`src/rtl/lk_pkg.sv`:
```
package lk_pkg;
  localparam logic [7:0] C_ENQ = 8'h05;
  localparam logic [7:0] C_ACK = 8'h06;
  localparam logic [7:0] C_NAK = 8'h15;
  localparam logic [7:0] C_EOT = 8'h04;
  localparam logic [7:0] C_EOB = 8'h17;

  typedef enum logic [2:0] {
    ST_IDLE,
    ST_ENQ,   // sending enquiry
    ST_WENQ,  // awaiting answer to enquiry
    ST_DATA,  // sending block payload
    ST_TERM,  // sending EOB/EOT
    ST_WBLK,  // awaiting block reply
    ST_REPLY, // sending ACK/NAK as receiver
    ST_RXD    // receiving block
  } lk_state_e;
endpackage

```
`src/rtl/lk_reply_timer.sv`:
```
module lk_reply_timer #(
  parameter int unsigned TIMEOUT_CYC = 64
) (
  input  logic clk_i,
  input  logic rst_ni,
  input  logic run_i,
  input  logic restart_i,
  output logic expired_o
);
  localparam int unsigned CW = (TIMEOUT_CYC > 1) ? $clog2(TIMEOUT_CYC) : 1;

  logic [CW-1:0] cnt_q;

  assign expired_o = run_i && !restart_i && (cnt_q == CW'(TIMEOUT_CYC - 1));

  always_ff @(posedge clk_i or negedge rst_ni) begin
    if (!rst_ni)                              cnt_q <= '0;
    else if (!run_i || restart_i || expired_o) cnt_q <= '0;
    else                                       cnt_q <= cnt_q + CW'(1);
  end

  a_r6_timer_step: assert property (@(posedge clk_i) disable iff (!rst_ni)
    (run_i && !restart_i && !expired_o) |=> (cnt_q == $past(cnt_q) + CW'(1)));

  a_r13_timer_bound: assert property (@(posedge clk_i) disable iff (!rst_ni)
    cnt_q <= CW'(TIMEOUT_CYC - 1));
endmodule

```
`src/rtl/lk_retry_ctr.sv`:
```
module lk_retry_ctr #(
  parameter int unsigned MAX_RETRY = 3
) (
  input  logic clk_i,
  input  logic rst_ni,
  input  logic clr_i,
  input  logic inc_i,
  output logic at_limit_o
);
  localparam int unsigned RW = (MAX_RETRY > 0) ? $clog2(MAX_RETRY + 1) : 1;

  logic [RW-1:0] cnt_q;

  assign at_limit_o = (cnt_q == RW'(MAX_RETRY));

  always_ff @(posedge clk_i or negedge rst_ni) begin
    if (!rst_ni)                  cnt_q <= '0;
    else if (clr_i)               cnt_q <= '0;
    else if (inc_i && !at_limit_o) cnt_q <= cnt_q + RW'(1);
  end

  a_r7_retry_step: assert property (@(posedge clk_i) disable iff (!rst_ni)
    (inc_i && !clr_i && !at_limit_o) |=> (cnt_q == $past(cnt_q) + RW'(1)));

  a_r7_retry_bound: assert property (@(posedge clk_i) disable iff (!rst_ni)
    cnt_q <= RW'(MAX_RETRY));
endmodule

```
`src/rtl/lk_tx_sel.sv`:
```
module lk_tx_sel
  import lk_pkg::*;
(
  input  lk_state_e  st_i,
  input  logic       last_i,
  input  logic [7:0] reply_i,
  input  logic [7:0] rd_data_i,
  output logic       valid_o,
  output logic [7:0] data_o
);
  always_comb begin
    valid_o = 1'b1;
    unique case (st_i)
      ST_ENQ:   data_o = C_ENQ;
      ST_DATA:  data_o = rd_data_i;
      ST_TERM:  data_o = last_i ? C_EOT : C_EOB;
      ST_REPLY: data_o = reply_i;
      default: begin
        valid_o = 1'b0;
        data_o  = 8'h00;
      end
    endcase
  end
endmodule

```
`src/rtl/enq_link_ctrl.sv`:
```
module enq_link_ctrl
  import lk_pkg::*;
#(
  parameter int unsigned BLK_BYTES   = 8,
  parameter int unsigned MAX_BLOCKS  = 16,
  parameter int unsigned TIMEOUT_CYC = 64,
  parameter int unsigned MAX_RETRY   = 3,
  parameter bit          IS_WINNER   = 1'b1,
  localparam int unsigned BW = $clog2(MAX_BLOCKS + 1),
  localparam int unsigned IW = $clog2(BLK_BYTES + 1)
) (
  input  logic          clk_i,
  input  logic          rst_ni,
  input  logic          start_i,
  input  logic [BW-1:0] msg_blocks_i,
  output logic          tx_valid_o,
  output logic [7:0]    tx_data_o,
  input  logic          tx_ready_i,
  input  logic          rx_valid_i,
  input  logic [7:0]    rx_data_i,
  input  logic          rx_ready_i,
  input  logic          crc_ok_i,
  output logic [BW-1:0] rd_blk_o,
  output logic [IW-1:0] rd_idx_o,
  input  logic [7:0]    rd_data_i,
  output logic          rx_data_valid_o,
  output logic [7:0]    rx_data_o,
  output logic          rx_blk_ok_o,
  output logic          msg_rcvd_o,
  output logic          done_o,
  output logic          abort_o
);
  lk_state_e     st_q;
  logic [BW-1:0] blk_q, nblk_q;
  logic [IW-1:0] idx_q, rx_cnt_q;
  logic [7:0]    reply_q;
  logic          reply_to_rx_q;

  logic rx_enq, rx_ack, rx_nak, rx_term, rx_eot;
  logic wait_st, tmo, at_limit, fail, last_blk, tx_fire, start_ok;
  logic rt_clr, rt_inc, tmr_run;

  assign rx_enq  = rx_valid_i && (rx_data_i == C_ENQ);
  assign rx_ack  = rx_valid_i && (rx_data_i == C_ACK);
  assign rx_nak  = rx_valid_i && (rx_data_i == C_NAK);
  assign rx_eot  = rx_data_i == C_EOT;
  assign rx_term = rx_eot || (rx_data_i == C_EOB);

  assign wait_st  = (st_q == ST_WENQ) || (st_q == ST_WBLK);
  assign fail     = wait_st && (rx_nak || tmo);
  assign last_blk = (blk_q == nblk_q - BW'(1));
  assign tx_fire  = tx_valid_o && tx_ready_i;
  assign start_ok = start_i && (msg_blocks_i != '0);

  assign tmr_run = wait_st || (st_q == ST_RXD);
  assign rt_inc  = fail && !at_limit;
  assign rt_clr  = (wait_st && rx_ack) || (st_q == ST_IDLE) ||
                   (st_q == ST_REPLY) || (st_q == ST_RXD);

  lk_reply_timer #(.TIMEOUT_CYC(TIMEOUT_CYC)) u_timer (
    .clk_i     (clk_i),
    .rst_ni    (rst_ni),
    .run_i     (tmr_run),
    .restart_i (rx_valid_i),
    .expired_o (tmo)
  );

  lk_retry_ctr #(.MAX_RETRY(MAX_RETRY)) u_retry (
    .clk_i      (clk_i),
    .rst_ni     (rst_ni),
    .clr_i      (rt_clr),
    .inc_i      (rt_inc),
    .at_limit_o (at_limit)
  );

  lk_tx_sel u_tx_sel (
    .st_i      (st_q),
    .last_i    (last_blk),
    .reply_i   (reply_q),
    .rd_data_i (rd_data_i),
    .valid_o   (tx_valid_o),
    .data_o    (tx_data_o)
  );

  assign rd_blk_o = blk_q;
  assign rd_idx_o = idx_q;

  always_ff @(posedge clk_i or negedge rst_ni) begin
    if (!rst_ni) begin
      st_q            <= ST_IDLE;
      blk_q           <= '0;
      nblk_q          <= '0;
      idx_q           <= '0;
      rx_cnt_q        <= '0;
      reply_q         <= C_NAK;
      reply_to_rx_q   <= 1'b0;
      rx_data_valid_o <= 1'b0;
      rx_data_o       <= '0;
      rx_blk_ok_o     <= 1'b0;
      msg_rcvd_o      <= 1'b0;
      done_o          <= 1'b0;
      abort_o         <= 1'b0;
    end else begin
      rx_data_valid_o <= 1'b0;
      rx_blk_ok_o     <= 1'b0;
      msg_rcvd_o      <= 1'b0;
      done_o          <= 1'b0;
      abort_o         <= 1'b0;
      unique case (st_q)
        ST_IDLE: begin
          if (rx_enq && !(start_ok && IS_WINNER)) begin
            reply_q       <= rx_ready_i ? C_ACK : C_NAK;
            reply_to_rx_q <= rx_ready_i;
            st_q          <= ST_REPLY;
          end else if (start_ok) begin
            nblk_q <= msg_blocks_i;
            st_q   <= ST_ENQ;
          end
        end
        ST_ENQ: if (tx_fire) st_q <= ST_WENQ;
        ST_WENQ: begin
          if (rx_ack) begin
            blk_q <= '0;
            idx_q <= '0;
            st_q  <= ST_DATA;
          end else if (rx_enq && !IS_WINNER) begin
            // losing side of a simultaneous bid becomes the receiver
            reply_q       <= rx_ready_i ? C_ACK : C_NAK;
            reply_to_rx_q <= rx_ready_i;
            st_q          <= ST_REPLY;
          end else if (fail) begin
            if (at_limit) begin
              abort_o <= 1'b1;
              st_q    <= ST_IDLE;
            end else begin
              st_q <= ST_ENQ;
            end
          end
        end
        ST_DATA: begin
          if (tx_fire) begin
            if (idx_q == IW'(BLK_BYTES - 1)) st_q <= ST_TERM;
            else                             idx_q <= idx_q + IW'(1);
          end
        end
        ST_TERM: if (tx_fire) st_q <= ST_WBLK;
        ST_WBLK: begin
          if (rx_ack) begin
            if (last_blk) begin
              done_o <= 1'b1;
              st_q   <= ST_IDLE;
            end else begin
              blk_q <= blk_q + BW'(1);
              idx_q <= '0;
              st_q  <= ST_DATA;
            end
          end else if (fail) begin
            idx_q <= '0;
            if (at_limit) begin
              abort_o <= 1'b1;
              st_q    <= ST_IDLE;
            end else begin
              st_q <= ST_DATA;
            end
          end
        end
        ST_REPLY: begin
          if (tx_fire) begin
            rx_cnt_q <= '0;
            st_q     <= reply_to_rx_q ? ST_RXD : ST_IDLE;
          end
        end
        ST_RXD: begin
          if (rx_valid_i) begin
            if (rx_cnt_q < IW'(BLK_BYTES)) begin
              rx_data_valid_o <= 1'b1;
              rx_data_o       <= rx_data_i;
              rx_cnt_q        <= rx_cnt_q + IW'(1);
            end else begin
              reply_q       <= (rx_term && crc_ok_i) ? C_ACK : C_NAK;
              reply_to_rx_q <= !(rx_term && crc_ok_i && rx_eot);
              rx_blk_ok_o   <= rx_term && crc_ok_i;
              msg_rcvd_o    <= rx_term && crc_ok_i && rx_eot;
              st_q          <= ST_REPLY;
            end
          end else if (tmo) begin
            st_q <= ST_IDLE;
          end
        end
        default: st_q <= ST_IDLE;
      endcase
    end
  end

  a_r4_done_after_ack: assert property (@(posedge clk_i) disable iff (!rst_ni)
    done_o |-> $past(rx_valid_i && rx_data_i == C_ACK));

  a_r7_abort_cause: assert property (@(posedge clk_i) disable iff (!rst_ni)
    abort_o |-> $past((rx_valid_i && rx_data_i == C_NAK) || tmo));

  a_r4_pulse_excl: assert property (@(posedge clk_i) disable iff (!rst_ni)
    $onehot0({done_o, abort_o, msg_rcvd_o}));

  a_r10_ok_needs_crc: assert property (@(posedge clk_i) disable iff (!rst_ni)
    rx_blk_ok_o |-> $past(crc_ok_i && rx_valid_i));

  a_r11_tx_hold: assert property (@(posedge clk_i) disable iff (!rst_ni)
    (tx_valid_o && !tx_ready_i) |=> (tx_valid_o && $stable(tx_data_o)));

  a_r11_quiet_line: assert property (@(posedge clk_i) disable iff (!rst_ni)
    (wait_st || st_q == ST_RXD) |-> !tx_valid_o);
endmodule

```
`config.mk`:
```
export PLATFORM = sky130hd
export DESIGN_NAME = enq_link_ctrl
export DESIGN_NICKNAME = d
export VERILOG_FILES = /design/src/rtl/lk_pkg.sv /design/src/rtl/lk_reply_timer.sv /design/src/rtl/lk_retry_ctr.sv /design/src/rtl/lk_tx_sel.sv /design/src/rtl/enq_link_ctrl.sv
export SDC_FILE = /design/constraint.sdc
export NUM_CORES = 1
export LEC_CHECK = 0
export ABC_AREA = 1
export BUFFER_PORTS_ARGS = -buffer_cell sky130_fd_sc_hd__buf_2
export CORE_UTILIZATION = 40
export DETAILED_ROUTE_END_ITERATION = 10
export GPL_TIMING_DRIVEN = 0
export PLACE_DENSITY_LB_ADDON = 0.2
export SLEW_MARGIN = 20
export SYNTH_ARGS = -nofsm -noshare
export SYNTH_HDL_FRONTEND = slang
export SYNTH_SLANG_ARGS = --single-unit
```
`constraint.sdc`:
```
create_clock -name clk_i -period 1.8 [get_ports clk_i]
set_input_delay 0.36 -clock clk_i [delete_from_list [all_inputs] [get_ports clk_i]]
set_output_delay 0.36 -clock clk_i [all_outputs]
set_load 0.02 [all_outputs]
```
After elaboration in Yosys (flattened, before gate mapping)
Index checks and enable logic that the tools add are counted.
{"block": "classes", "add_sub_neg": 6, "mul": 0, "n_div": 0, "magnitude_cmp": 1, "eq_ne": 35, "n_shift": 0, "n_mux": 66, "bitwise": 1, "n_reduce_logical": 44}
{"op": "$mux 3", "count": 15}
{"op": "$mux 4", "count": 9}
{"op": "$pmux 8 s4", "count": 1}
{"op": "$mux 5", "count": 6}
{"op": "$eq 8x3->1 const B", "count": 3}
{"op": "$mux 8", "count": 3}
{"op": "$pmux 3 s8", "count": 1}
{"op": "$ne 2x2->1 const B", "count": 11}
{"op": "$mux 1", "count": 21}
{"op": "$eq 8x5->1 const B", "count": 2}
{"op": "$pmux 8 s2", "count": 1}
{"op": "$ne 3x3->1 const B", "count": 5}
{"op": "$logic_and 1x1->1", "count": 14}
{"op": "$eq 3x3->1 const B", "count": 4}
{"op": "$pmux 4 s3", "count": 1}
{"op": "$reduce_and 4->1", "count": 3}
{"op": "$pmux 5 s2", "count": 1}
{"op": "$reduce_and 10->1", "count": 1}
{"op": "$logic_or 1x1->1", "count": 9}
{"op": "$add 4x1->4 const B", "count": 2}
{"op": "$mux 2", "count": 4}
{"op": "$pmux 4 s2", "count": 1}
{"op": "$reduce_bool 2->1", "count": 4}
{"op": "$add 6x1->6 const B", "count": 1}
{"op": "other kinds (23)", "count": 30}
{"block": "totals", "register_bits": 51, "latchBits": 0, "ram_bits": 0, "mem_bits_ro": 0, "inputBits": 28, "output_inout_bits": 31, "elab_cells": 168, "memories": 0}

Longest topological paths before layout
Gate-level depths: netlist (run 1).
{"block": "logic_depth", "word_depth": 11, "depth_mapped": 13, "mapped_depth_nobuf": 13}

Modules after synthesis
A second synthesis (run 1) with hierarchy kept.
{"block": "unflattened", "cells_unflattened": 405, "hier_area_um2": 2872.8}
{"mod": "enq_link_ctrl", "n_inst": 1, "cells_each": 321, "area_per_inst_um2": 2269.7, "seq_area_each_um2": 927.1}
{"mod": "lk_reply_timer", "n_inst": 1, "cells_each": 35, "area_per_inst_um2": 304.0, "seq_area_each_um2": 150.1}
{"mod": "lk_tx_sel", "n_inst": 1, "cells_each": 36, "area_per_inst_um2": 192.7, "seq_area_each_um2": 0.0}
{"mod": "lk_retry_ctr", "n_inst": 1, "cells_each": 13, "area_per_inst_um2": 106.4, "seq_area_each_um2": 50.0}

Least setup slack after synthesis (run 1)
No wires, ideal clock.
{"block": "synth_path", "path_type": "flip-flop to output port", "from": "register nblk_q[0]", "to": "output port tx_data_o[0]", "arrival_ns": 1.466, "required_ns": 1.440, "setup_slack_ns": -0.026, "stages_incl_launch_ff": 11, "path_buffers": 0, "path_cell_list": "dfrtp_1 -> inv_1 -> ha_1 -> nand2_1 -> nand2_1 -> nor2_1 -> nand2_1 -> nor2_2 -> nand2_1 -> a22oi_1 -> nand2_1"}
{"block": "synth_between", "elab_chain_cells": 4}
{"item": "start: declaration", "line_no": "enq_link_ctrl.sv:34", "rtl": "logic [BW-1:0] blk_q, nblk_q;"}
{"item": "start signal: assignment", "line_no": "enq_link_ctrl.sv:116", "rtl": "nblk_q <= msg_blocks_i;"}
{"item": "$sub 5x1->5", "line_no": "enq_link_ctrl.sv:51", "rtl": "assign last_blk = (blk_q == nblk_q - BW'(1));"}
{"item": "$eq 5x5->1", "line_no": "enq_link_ctrl.sv:51"}
{"item": "$mux 5", "line_no": "lk_tx_sel.sv:16", "rtl": "ST_TERM: data_o = last_i ? C_EOT : C_EOB;"}
{"item": "$pmux 8 s4", "line_no": "lk_tx_sel.sv:13", "rtl": "unique case (st_i)"}
{"item": "end: declaration", "line_no": "enq_link_ctrl.sv:17", "rtl": "output logic [7:0] tx_data_o,"}
Every way passes these cells.

Worst setup path after layout (run 1)
Same ends and word-level chain as after synthesis.

==> results of run 1 <==
-- state kept, by name, indices dropped and copies added (netlist names) --
register	cells
rx_cnt_q	4
reply_to_rx_q	1
rx_data_o	8
done_o	1
rd_idx_o	4
st_q	3
rx_data_valid_o	1
rx_blk_ok_o	1
nblk_q	5
rd_blk_o	5
msg_rcvd_o	1
u_timer.cnt_q	6
abort_o	1
u_retry.cnt_q	2
reply_q	2
-- metal layers --
layer | global-route usage | routed length (µm) | vias up
li1 | - | - | 1341
met1 | 0.234 | 2830 | 1188
met2 | 0.324 | 3040 | 65
met3 | 0.0269 | 284 | 8
met4 | 0.0606 | 87 | 0
met5 | 0 | 0 | -
-- stage by stage --
stage          TNS, ps  setup WS, ps
6_report         -1410          -511
3_3_place_gp      -706          -271
2_1_floorplan        0          11.9
5_1_grt          -1800          -645
4_1_cts          -1580          -572
3_5_place_dp      -810          -314
-- logic make-up after synthesis --
logic type / after synthesis
DFF: 45
xor gates and xnor gates: 5
and+or+nand+nor: 214
adders and majority gates: 6
AOI/OAI and AO/OA: 45
buffers and inverters: 60
-- how the worst max path moves through the flow --
stage | startpoint | end | cells past startpoint
final | nblk_q[0] | tx_data_o[0] | 12
after global placement | nblk_q[0] | tx_data_o[0] | 11
after global routing | nblk_q[0] | tx_data_o[4] | 12
after CTS | nblk_q[0] | tx_data_o[4] | 12
after detailed placement | nblk_q[0] | tx_data_o[4] | 12
after floorplan | nblk_q[0] | tx_data_o[0] | 10
-- critical path, delay by kind of cell, from the launching register on --
kind / cells / cell delay [ps]
and+or+nand+nor: 7 / 590
DFF: 1 / 370
adders and majority gates: 1 / 260
buffers and inverters: 3 / 220
AOI/OAI and AO/OA: 1 / 220
-- where the power goes --
part	leakage, nW	internal [mW]	switching [mW]
Combinational	1.19	0.984	1.65
Clock	0.0585	0.416	0.362
Sequential	0.594	1.28	0.167
Total	1.84	2.68	2.18
-- area by class of cell --
class,count,area (µm²),area share
Clock buffer,5,68.8,0.0199
Inverter,55,221,0.0639
Buffer,5,43.8,0.0126
Timing Repair Buffer,64,363,0.105
Clock inverter,3,43.8,0.0126
Sequential cell,45,1130,0.325
Tap cell,96,120,0.0347
Multi-Input combinational cell,270,1480,0.426
-- cell usage after synthesis --
| cell | instances |
|---|---|
| nand2_2 | 3 |
| nand4_1 | 11 |
| o21ai_0 | 18 |
| nand3_2 | 6 |
| o211ai_1 | 1 |
| inv_6 | 1 |
| a21oi_4 | 1 |
| a211oi_1 | 1 |
| a21oi_1 | 9 |
| inv_1 | 49 |
| dfstp_2 | 1 |
| o21ai_1 | 9 |
| nand3b_1 | 3 |
| nand3_1 | 24 |
| buf_2 | 2 |
| ha_1 | 6 |
| a22oi_1 | 2 |
| nor2_4 | 7 |
| nand3_4 | 2 |
| nor2_1 | 37 |
| a21boi_0 | 1 |
| nand2_1 | 104 |
| or2_2 | 2 |
| o21ai_2 | 1 |
| nor3_1 | 3 |
| dfrtp_1 | 44 |
| nand2_4 | 1 |
| inv_4 | 1 |
| a32o_1 | 1 |
| nor2_2 | 8 |
| and3_1 | 2 |
| xor2_1 | 4 |
| o22ai_1 | 1 |
| inv_2 | 4 |
| buf_6 | 3 |
| nor3b_1 | 1 |
| xnor2_1 | 1 |
-- what timing repair did --
item,in CTS,in global routing
pin swaps,9,7
setup endpoints to repair,4,10
buffers inserted,3,3
resized for setup,17,10
==> run summary, run 1 <==
Total power: 4.86 mW
Final worst path period need: 2310 ps
CTS Buf Count: 5
Worst-Skew Late Latency: 300 ps
DRC: 0
DP Wirelength: 4750 µm
XOR/XNOR share of the synthesized area: 0.0156
Top cell type by total area after synthesis: dfrtp_1
Initial antenna violation count: 0
Fmax: 433 MHz
Fin cells: 543
Slew of the pin with the lowest slew margin: 575 ps
Clock skew: 7.63 ps
Status: finished with violations
Vias in the first global route: 2453
Count of final hold-check violations: 0
Placed cells: 529
GP Congestion: 0.918
# hold bufs at CTS: 0
Failing checks: negative setup slack
Peak supply drop: 0.000623 V
CP most frequent cell: nand2_1
IO buf count: 58
Initial Utilization: 0.413
I/O Pins: 59
Pwr dens: 1400 nW/µm²
RSZ-0062 raised after global routing: true
Commonest cells after routing, fill and taps aside: nand2_1 (101), buf_2 (55), inv_1 (44), dfrtp_1 (44), nor2_1 (34)
Reg2Reg Setup Slack: 160 ps
R2R cell count: 12
Post-layout util: 0.510
CTS root buf: clkbuf_8
Post-synthesis compound-gate area fraction: 0.0923
Final #Nets: 480
Via count: 2602
CP max stage delay: 370 ps
Relative slew slack: 0.617
Flops & latches, synth: 45
R2r startpoint: nblk_q[0]
Simple-gate share of the synthesized area: 0.372
Commonest non-fill, non-tap cell in the layout: nand2_1
Worst Path Required: 1440 ps
Area contributors post-synth: dfrtp_1 (39%), nand2_1 (14%), inv_1 (6.6%)
CORE AREA: 6790 µm²
Layout cells sized above 1: 0.289
Post-Place Cell Area: 3230 µm²
CTS tree: built
Min Hold Slack: 42.0 ps
Post-synth top area share: 0.393
Synth cell types: 37
Leak pwr: 1.84 nW
Syn_area_per_cell: 7.48 µm²
Setup CP Type: register to primary output
Final Worst Setup Slack: -511 ps
CP endpoint kind: primary output
Clock sinks: 45
Tot GR Track Use: 0.185
Total wire length: 6250 µm
Largest net degree at the start of global routing: 46
P&R area growth vs syn: 23.5%
Die width: 85.7 µm
Die Area: 7350 µm²
DRT Pass-1 Iters: 4
MaxCap Viol Count: 0
First-pass GRT wire length: 10800 µm
Row count: 30
Final setup viols: 3
Tcrit/Tclk final: 1.28
Max H-tree Level: 2
Critical-path cell list: inv_2, ha_4, inv_2, nand2_1, nand2_1, nor2_1, nand2_1, nor2_4, nand2_2, a22oi_2, nand2_2, buf_6
Nature of the critical path startpoint: register
R2R Path End: rd_idx_o[3]
Fillers: 684
Initial drt markers: 113
Max Root-Sink Buffers: 2
Final slew viol count: 0
CP max-delay cell: dfrtp_1
Fin area: 3460 µm²
DRT antenna net count: 0
Synth Instances: 375
Combinational family with the most area after synthesis: simple AND/OR/NAND/NOR gates
GRT overflow: 0
Syn Nets: 409
DIE HEIGHT: 85.7 µm
Multiplexer area fraction after synthesis: 0
Mapped cell area: 2810 µm²
Register area share after synthesis: 0.402
HP Class: input pin to async pin
Antenna cells: 0
CP max FO: 4
Critical path arrival: 1950 ps
Drt wl/cell: 11.5 µm
Vias per std cell: 4.79
Adder-cell share of the synthesized area: 0.0268
Synth warn: 0
Clk pin slew, worst setup/hold paths: 90 ps
(Power assumes the default switching activity.)
==> run 2, diff against run 1 <==
--- a/config.mk
+++ b/config.mk
@@ -5,7 +5,6 @@
 export SDC_FILE = /design/constraint.sdc
 export NUM_CORES = 1
 export LEC_CHECK = 0
-export ABC_AREA = 1
 export BUFFER_PORTS_ARGS = -buffer_cell sky130_fd_sc_hd__buf_2
 export CORE_UTILIZATION = 40
 export DETAILED_ROUTE_END_ITERATION = 10
==> run summary, run 2 <==
Top cells by count, synth: dfrtp_1 (44), nand2_1 (27), nor2_1 (21), o21ai_0 (20), mux2_2 (15)
Syn Nets: 303
CTS tree: built
Post-synth top area share: 0.429
Synth Instances: 269
DIE HEIGHT: 82.1 µm
Final worst path period need: 2300 ps
DRT Pass-1 Iters: 4
R2R cell count: 8
Initial Utilization: 0.423
Routed wl met2: 3100 µm
Status: finished with violations
Commonest non-fill, non-tap cell in the layout: buf_2
GRT overflow: 0
Antenna cells: 0
IO buf count: 58
Area contributors post-synth: dfrtp_1 (43%), mux2_2 (6.6%), nand2_1 (4.0%)
# hold bufs at CTS: 0
Max H-tree Level: 2
Min Hold Slack: 38.6 ps
First-pass GRT wire length: 10500 µm
I/O Pins: 59
CORE AREA: 6060 µm²
Initial antenna violation count: 0
Slew of the pin with the lowest slew margin: 580 ps
Met3 Wirelength: 278 µm
Max Root-Sink Buffers: 2
P&R area growth vs syn: 38.3%
Clock sinks: 45
DRT antenna net count: 0
Peak supply drop: 0.000675 V
Most frequent cell after synthesis: dfrtp_1
CP max FO: 3
Post-layout util: 0.585
Die Area: 6730 µm²
FFs w/ async S/R, synth: 1.00
Fillers: 520
Max reg flops: 8
Vias in the first global route: 2205
Flip-flop and latch area: 1130 µm²
Largest net degree at the start of global routing: 46
Setup CP Type: register to primary output
Post-synth EDFFs: 0
Total wire length: 6380 µm
Layout cells sized above 1: 0.460
Relative slew slack: 0.613
Register area share after synthesis: 0.440
Final #Nets: 385
Fmax: 435 MHz
Metal-1 WL: 2920 µm
Tot GR Track Use: 0.204
Die width: 82.1 µm
Setup TNS: -3420 ps
Placed cells: 402
Pwr dens: 1420 nW/µm²
Commonest cells after routing, fill and taps aside: buf_2 (51), dfrtp_1 (42), nand2_1 (25)
MaxCap Viol Count: 0
Uppermost routed layer: met4
Drt wl/cell: 14.9 µm
Row count: 28
Leak pwr: 1.65 nW
CTS Buf Count: 5
Critical path arrival: 1940 ps
Clock skew: 8.74 ps
Count of final hold-check violations: 0
Nature of the critical path startpoint: register
Via count: 2354
RSZ-0062 raised after global routing: true
CP endpoint kind: primary output
CTS root buf: clkbuf_8
Final slew viol count: 0
Top cell type by total area after synthesis: dfrtp_1
Synth cell types: 51
Mapped cell area: 2560 µm²
Worst-Skew Late Latency: 300 ps
Clk pin slew, worst setup/hold paths: 90 ps
Initial drt markers: 184
Failing checks: negative setup slack
Largest regs: rx_data_o x8, u_timer.cnt_q x6
Tcrit/Tclk final: 1.28
Vias per std cell: 5.51
Largest register by flop count: rx_data_o
Synth warn: 0
Area of the multi-input gates: 1650 µm²
Flops & latches, synth: 45
Final setup viols: 19
Fin cells: 427
Worst Path Required: 1440 ps
Final Worst Setup Slack: -498 ps
Syn_area_per_cell: 9.53 µm²
DRC: 0
GP Congestion: 0.878
DP Wirelength: 4400 µm
HP Class: input pin to async pin
Top_reg_cell synth: dfrtp_1
[run 2: cell types whose count changed after synthesis, moves of 6 or more]
cell     change
nand3_2      -6
inv_1       -38
o21ai_1      -9
mux2_2      +15
nor3_1       +7
nor2_4       -6
nor2_1      -16
nand4_1      -9
nand3_1     -12
nand2_1     -77
nor2_2       -8
[run 2: worst max-delay path: stages, from the launching register on]
cell and delay (ps):
dfrtp_1 420, inv_2 90, ha_4 210, xnor2_2 130, nor3_2 200, nand3_2 150
mux2i_2 220, o22ai_2 100, buf_6 130
[run 2: cell families (layout without fill, tap and decap cells)]
group	count (synthesis)	after routing	synth area share
AO/OA/AOI/OAI	56	56	0.136
XOR/XNOR	13	13	0.0503
adder cells (fa/ha/maj)	6	6	0.0293
buffers and inverters	18	101	0.0264
flip-flops	45	45	0.440
multiplexers	20	20	0.0854
AND/OR/NAND/NOR	111	111	0.233
[run 2: final timing paths]
kind | startpoint | endpoint | slack (ps)
max in group asynchronous | rst_ni | st_q[2] | 1320
worst min-delay path | rst_ni | rd_blk_o[4] | 40
worst min register to register | u_timer.cnt_q[0] | u_timer.cnt_q[0] | 470
worst max-delay path | nblk_q[1] | tx_data_o[0] | -500
worst max register to register | st_q[2] | rd_idx_o[0] | -190
min in group clk_i | msg_blocks_i[0] | nblk_q[0] | 300
[run 2: layout make-up]
cell class | instances | area share
buffer | 5 | 0.0127
clock buffer | 5 | 0.0194
timing repair buffer | 77 | 0.141
inverter | 11 | 0.0116
sequential | 45 | 0.319
tap | 75 | 0.0265
multi-input combinational | 206 | 0.465
clock inverter | 3 | 0.00494
[run 2: per-layer routing]
metal / vias to the layer above / GRT usage
met5: - / 0
met4: 0 / 0.0596
met3: 9 / 0.0489
met2: 65 / 0.341
met1: 1141 / 0.260
li1: 1139 / -
[run 2: timing repair]
action,in CTS,in global routing
pin swaps,19,20
buffers inserted,17,7
setup endpoints to repair,41,40
resized for setup,54,43
[run 2: report_power, final]
group          total, mW  switching [mW]  internal (mW)  leakage, nW
Clock              0.630           0.361          0.269       0.0439
Sequential          1.53           0.235           1.30        0.583
Combinational       2.86            1.52           1.34         1.02
[run 2: through the flow]
stage	total power, mW	instance area, µm²	worst slack (ps)
3_5_place_dp	3.65	2990	-525
2_1_floorplan	3.07	2600	-215
5_1_grt	5.35	3550	-629
6_report	5.02	3550	-498
3_3_place_gp	3.60	2990	-514
4_1_cts	4.79	3360	-552
==> run 3, diff against run 2 <==
==> constraint.sdc (replaced) <==
create_clock -name clk_i -period 1.8 [get_ports clk_i]
set_input_delay 0.36 -clock clk_i [delete_from_list [all_inputs] [get_ports clk_i]]
set_output_delay 0.36 -clock clk_i [all_outputs]
set_load 0.01 [all_outputs]
==> run summary, run 3 (synthesis results as in run 2) <==
Final slew viol count: 0
Initial antenna violation count: 0
Total wire length: 6460 µm
Antenna cells: 0
Failing checks: negative setup slack
GP Congestion: 0.846
DRT Pass-1 Iters: 4
Worst Path Required: 1440 ps
Commonest cells after routing, fill and taps aside: buf_2 (56), dfrtp_1 (42), nand2_1 (25), buf_4 (25), nor2_1 (21)
CP delay by family, top: simple AND/OR/NAND/NOR gates
Vias in the first global route: 2266
Fillers: 529
Worst slack at placement: -538 ps
Initial drt markers: 147
Clock skew: 3.71 ps
Pwr dens: 1390 nW/µm²
CP endpoint kind: primary output
Critical path arrival: 2020 ps
CTS root buf: clkbuf_8
P&R area growth vs syn: 39.1%
RSZ-0062 raised after global routing: true
Critical Path Start: nblk_q[1]
Reg2Reg Setup Slack: -410 ps
Count of final hold-check violations: 0
Layout cells sized above 1: 0.448
GRT overflow: 0
R2r startpoint: nblk_q[1]
Fin area: 3570 µm²
Clock sinks: 45
Largest net degree at the start of global routing: 46
Total power: 4.97 mW
Tot GR Track Use: 0.201
Largest regs: rx_data_o x8, u_timer.cnt_q x6
Setup CP Type: register to primary output
Final Worst Setup Slack: -579 ps
DRT antenna net count: 0
Final setup viols: 19
Slew of the pin with the lowest slew margin: 564 ps
CORE AREA: 6060 µm²
CTS Buf Count: 5
Min Hold Slack: 38.2 ps
Final worst path period need: 2380 ps
Critical-path cell list: inv_1, ha_2, xor3_1, nor3_2, nand3_2, mux2i_2, o22ai_1, buf_2
Nature of the critical path startpoint: register
DRC: 0
Die Area: 6730 µm²
First-pass GRT wire length: 10300 µm
Max Root-Sink Buffers: 2
Fin cells: 437
Leak pwr: 1.68 nW
Final #Nets: 395
DP Wirelength: 4340 µm
Worst-Skew Late Latency: 300 ps
Vias per std cell: 5.50
CTS tree: built
HP Class: input pin to async pin
Via count: 2405
CP max stage delay: 400 ps
Max reg flops: 8
Post-Place Cell Area: 2970 µm²
Largest register by flop count: rx_data_o
Row count: 28
MaxCap Viol Count: 0
Commonest non-fill, non-tap cell in the layout: buf_2
Die width: 82.1 µm
Drt wl/cell: 14.8 µm
CP bufs+invs: 2
Relative slew slack: 0.624
Clk pin slew, worst setup/hold paths: 90 ps
CP max-delay cell: dfrtp_1
Status: finished with violations
IO buf count: 58
Peak supply drop: 0.000824 V
Tcrit/Tclk final: 1.32
DIE HEIGHT: 82.1 µm
CP max FO: 3
Initial Utilization: 0.423
Max H-tree Level: 2
Placed cells: 402
I/O Pins: 59
Fmax: 420 MHz
-- run 3: cell count changes in the layout (fill, tap and decap cells not counted), moves of 4 or more --
cell / previous run / this run
buf_2: 51 / 56
buf_4: 17 / 25
o21ai_1: 4 / 8
o21ai_2: 8 / 3
-- run 3: worst paths after layout --
path | to | depth (start not counted)
min in group clk_i | nblk_q[4] | 2
worst min register to register | u_timer.cnt_q[0] | 1
worst max register to register | st_q[0] | 11
worst max-delay path | tx_data_o[0] | 8
max in group asynchronous | st_q[2] | 1
worst min-delay path | rd_blk_o[3] | 1
-- run 3: area by class of cell --
cell class	instances	area, µm²	area share
Multi-Input combinational cell	206	1600	0.447
Sequential cell	45	1130	0.317
Timing Repair Buffer	86	532	0.149
Tap cell	75	93.8	0.0263
Clock buffer	5	68.8	0.0193
Buffer	6	58.8	0.0165
Clock inverter	3	46.3	0.0130
Inverter	11	41.3	0.0116
-- run 3: routing by layer --
| metal | track usage | wire length (µm) | part of all wire |
|---|---|---|---|
| met5 | 0 | 0 | 0 |
| met4 | 0.0509 | 86 | 0.013 |
| met3 | 0.0378 | 329 | 0.051 |
| met2 | 0.336 | 3090 | 0.48 |
| met1 | 0.266 | 2950 | 0.46 |
-- run 3: metrics by stage --
step	util	TNS, ps
floorplan	-	-1790
global placement	0.491	-10720
detailed placement	0.491	-11790
CTS	0.549	-3300
global route	0.588	-7360
finish	0.588	-5100
-- run 3: report_power, final --
part,leakage [nW],internal [mW],total [mW],switching (mW)
combinational,1.04,1.32,2.67,1.36
sequential,0.583,1.30,1.52,0.216
clock,0.0543,0.416,0.780,0.365
total,1.68,3.03,4.97,1.94
-- run 3: what timing repair did --
action	in CTS	in global routing
setup endpoints to repair	41	39
hold buffers	0	0
pin swaps	13	17
gates resized for setup	43	34
buffers inserted	13	16
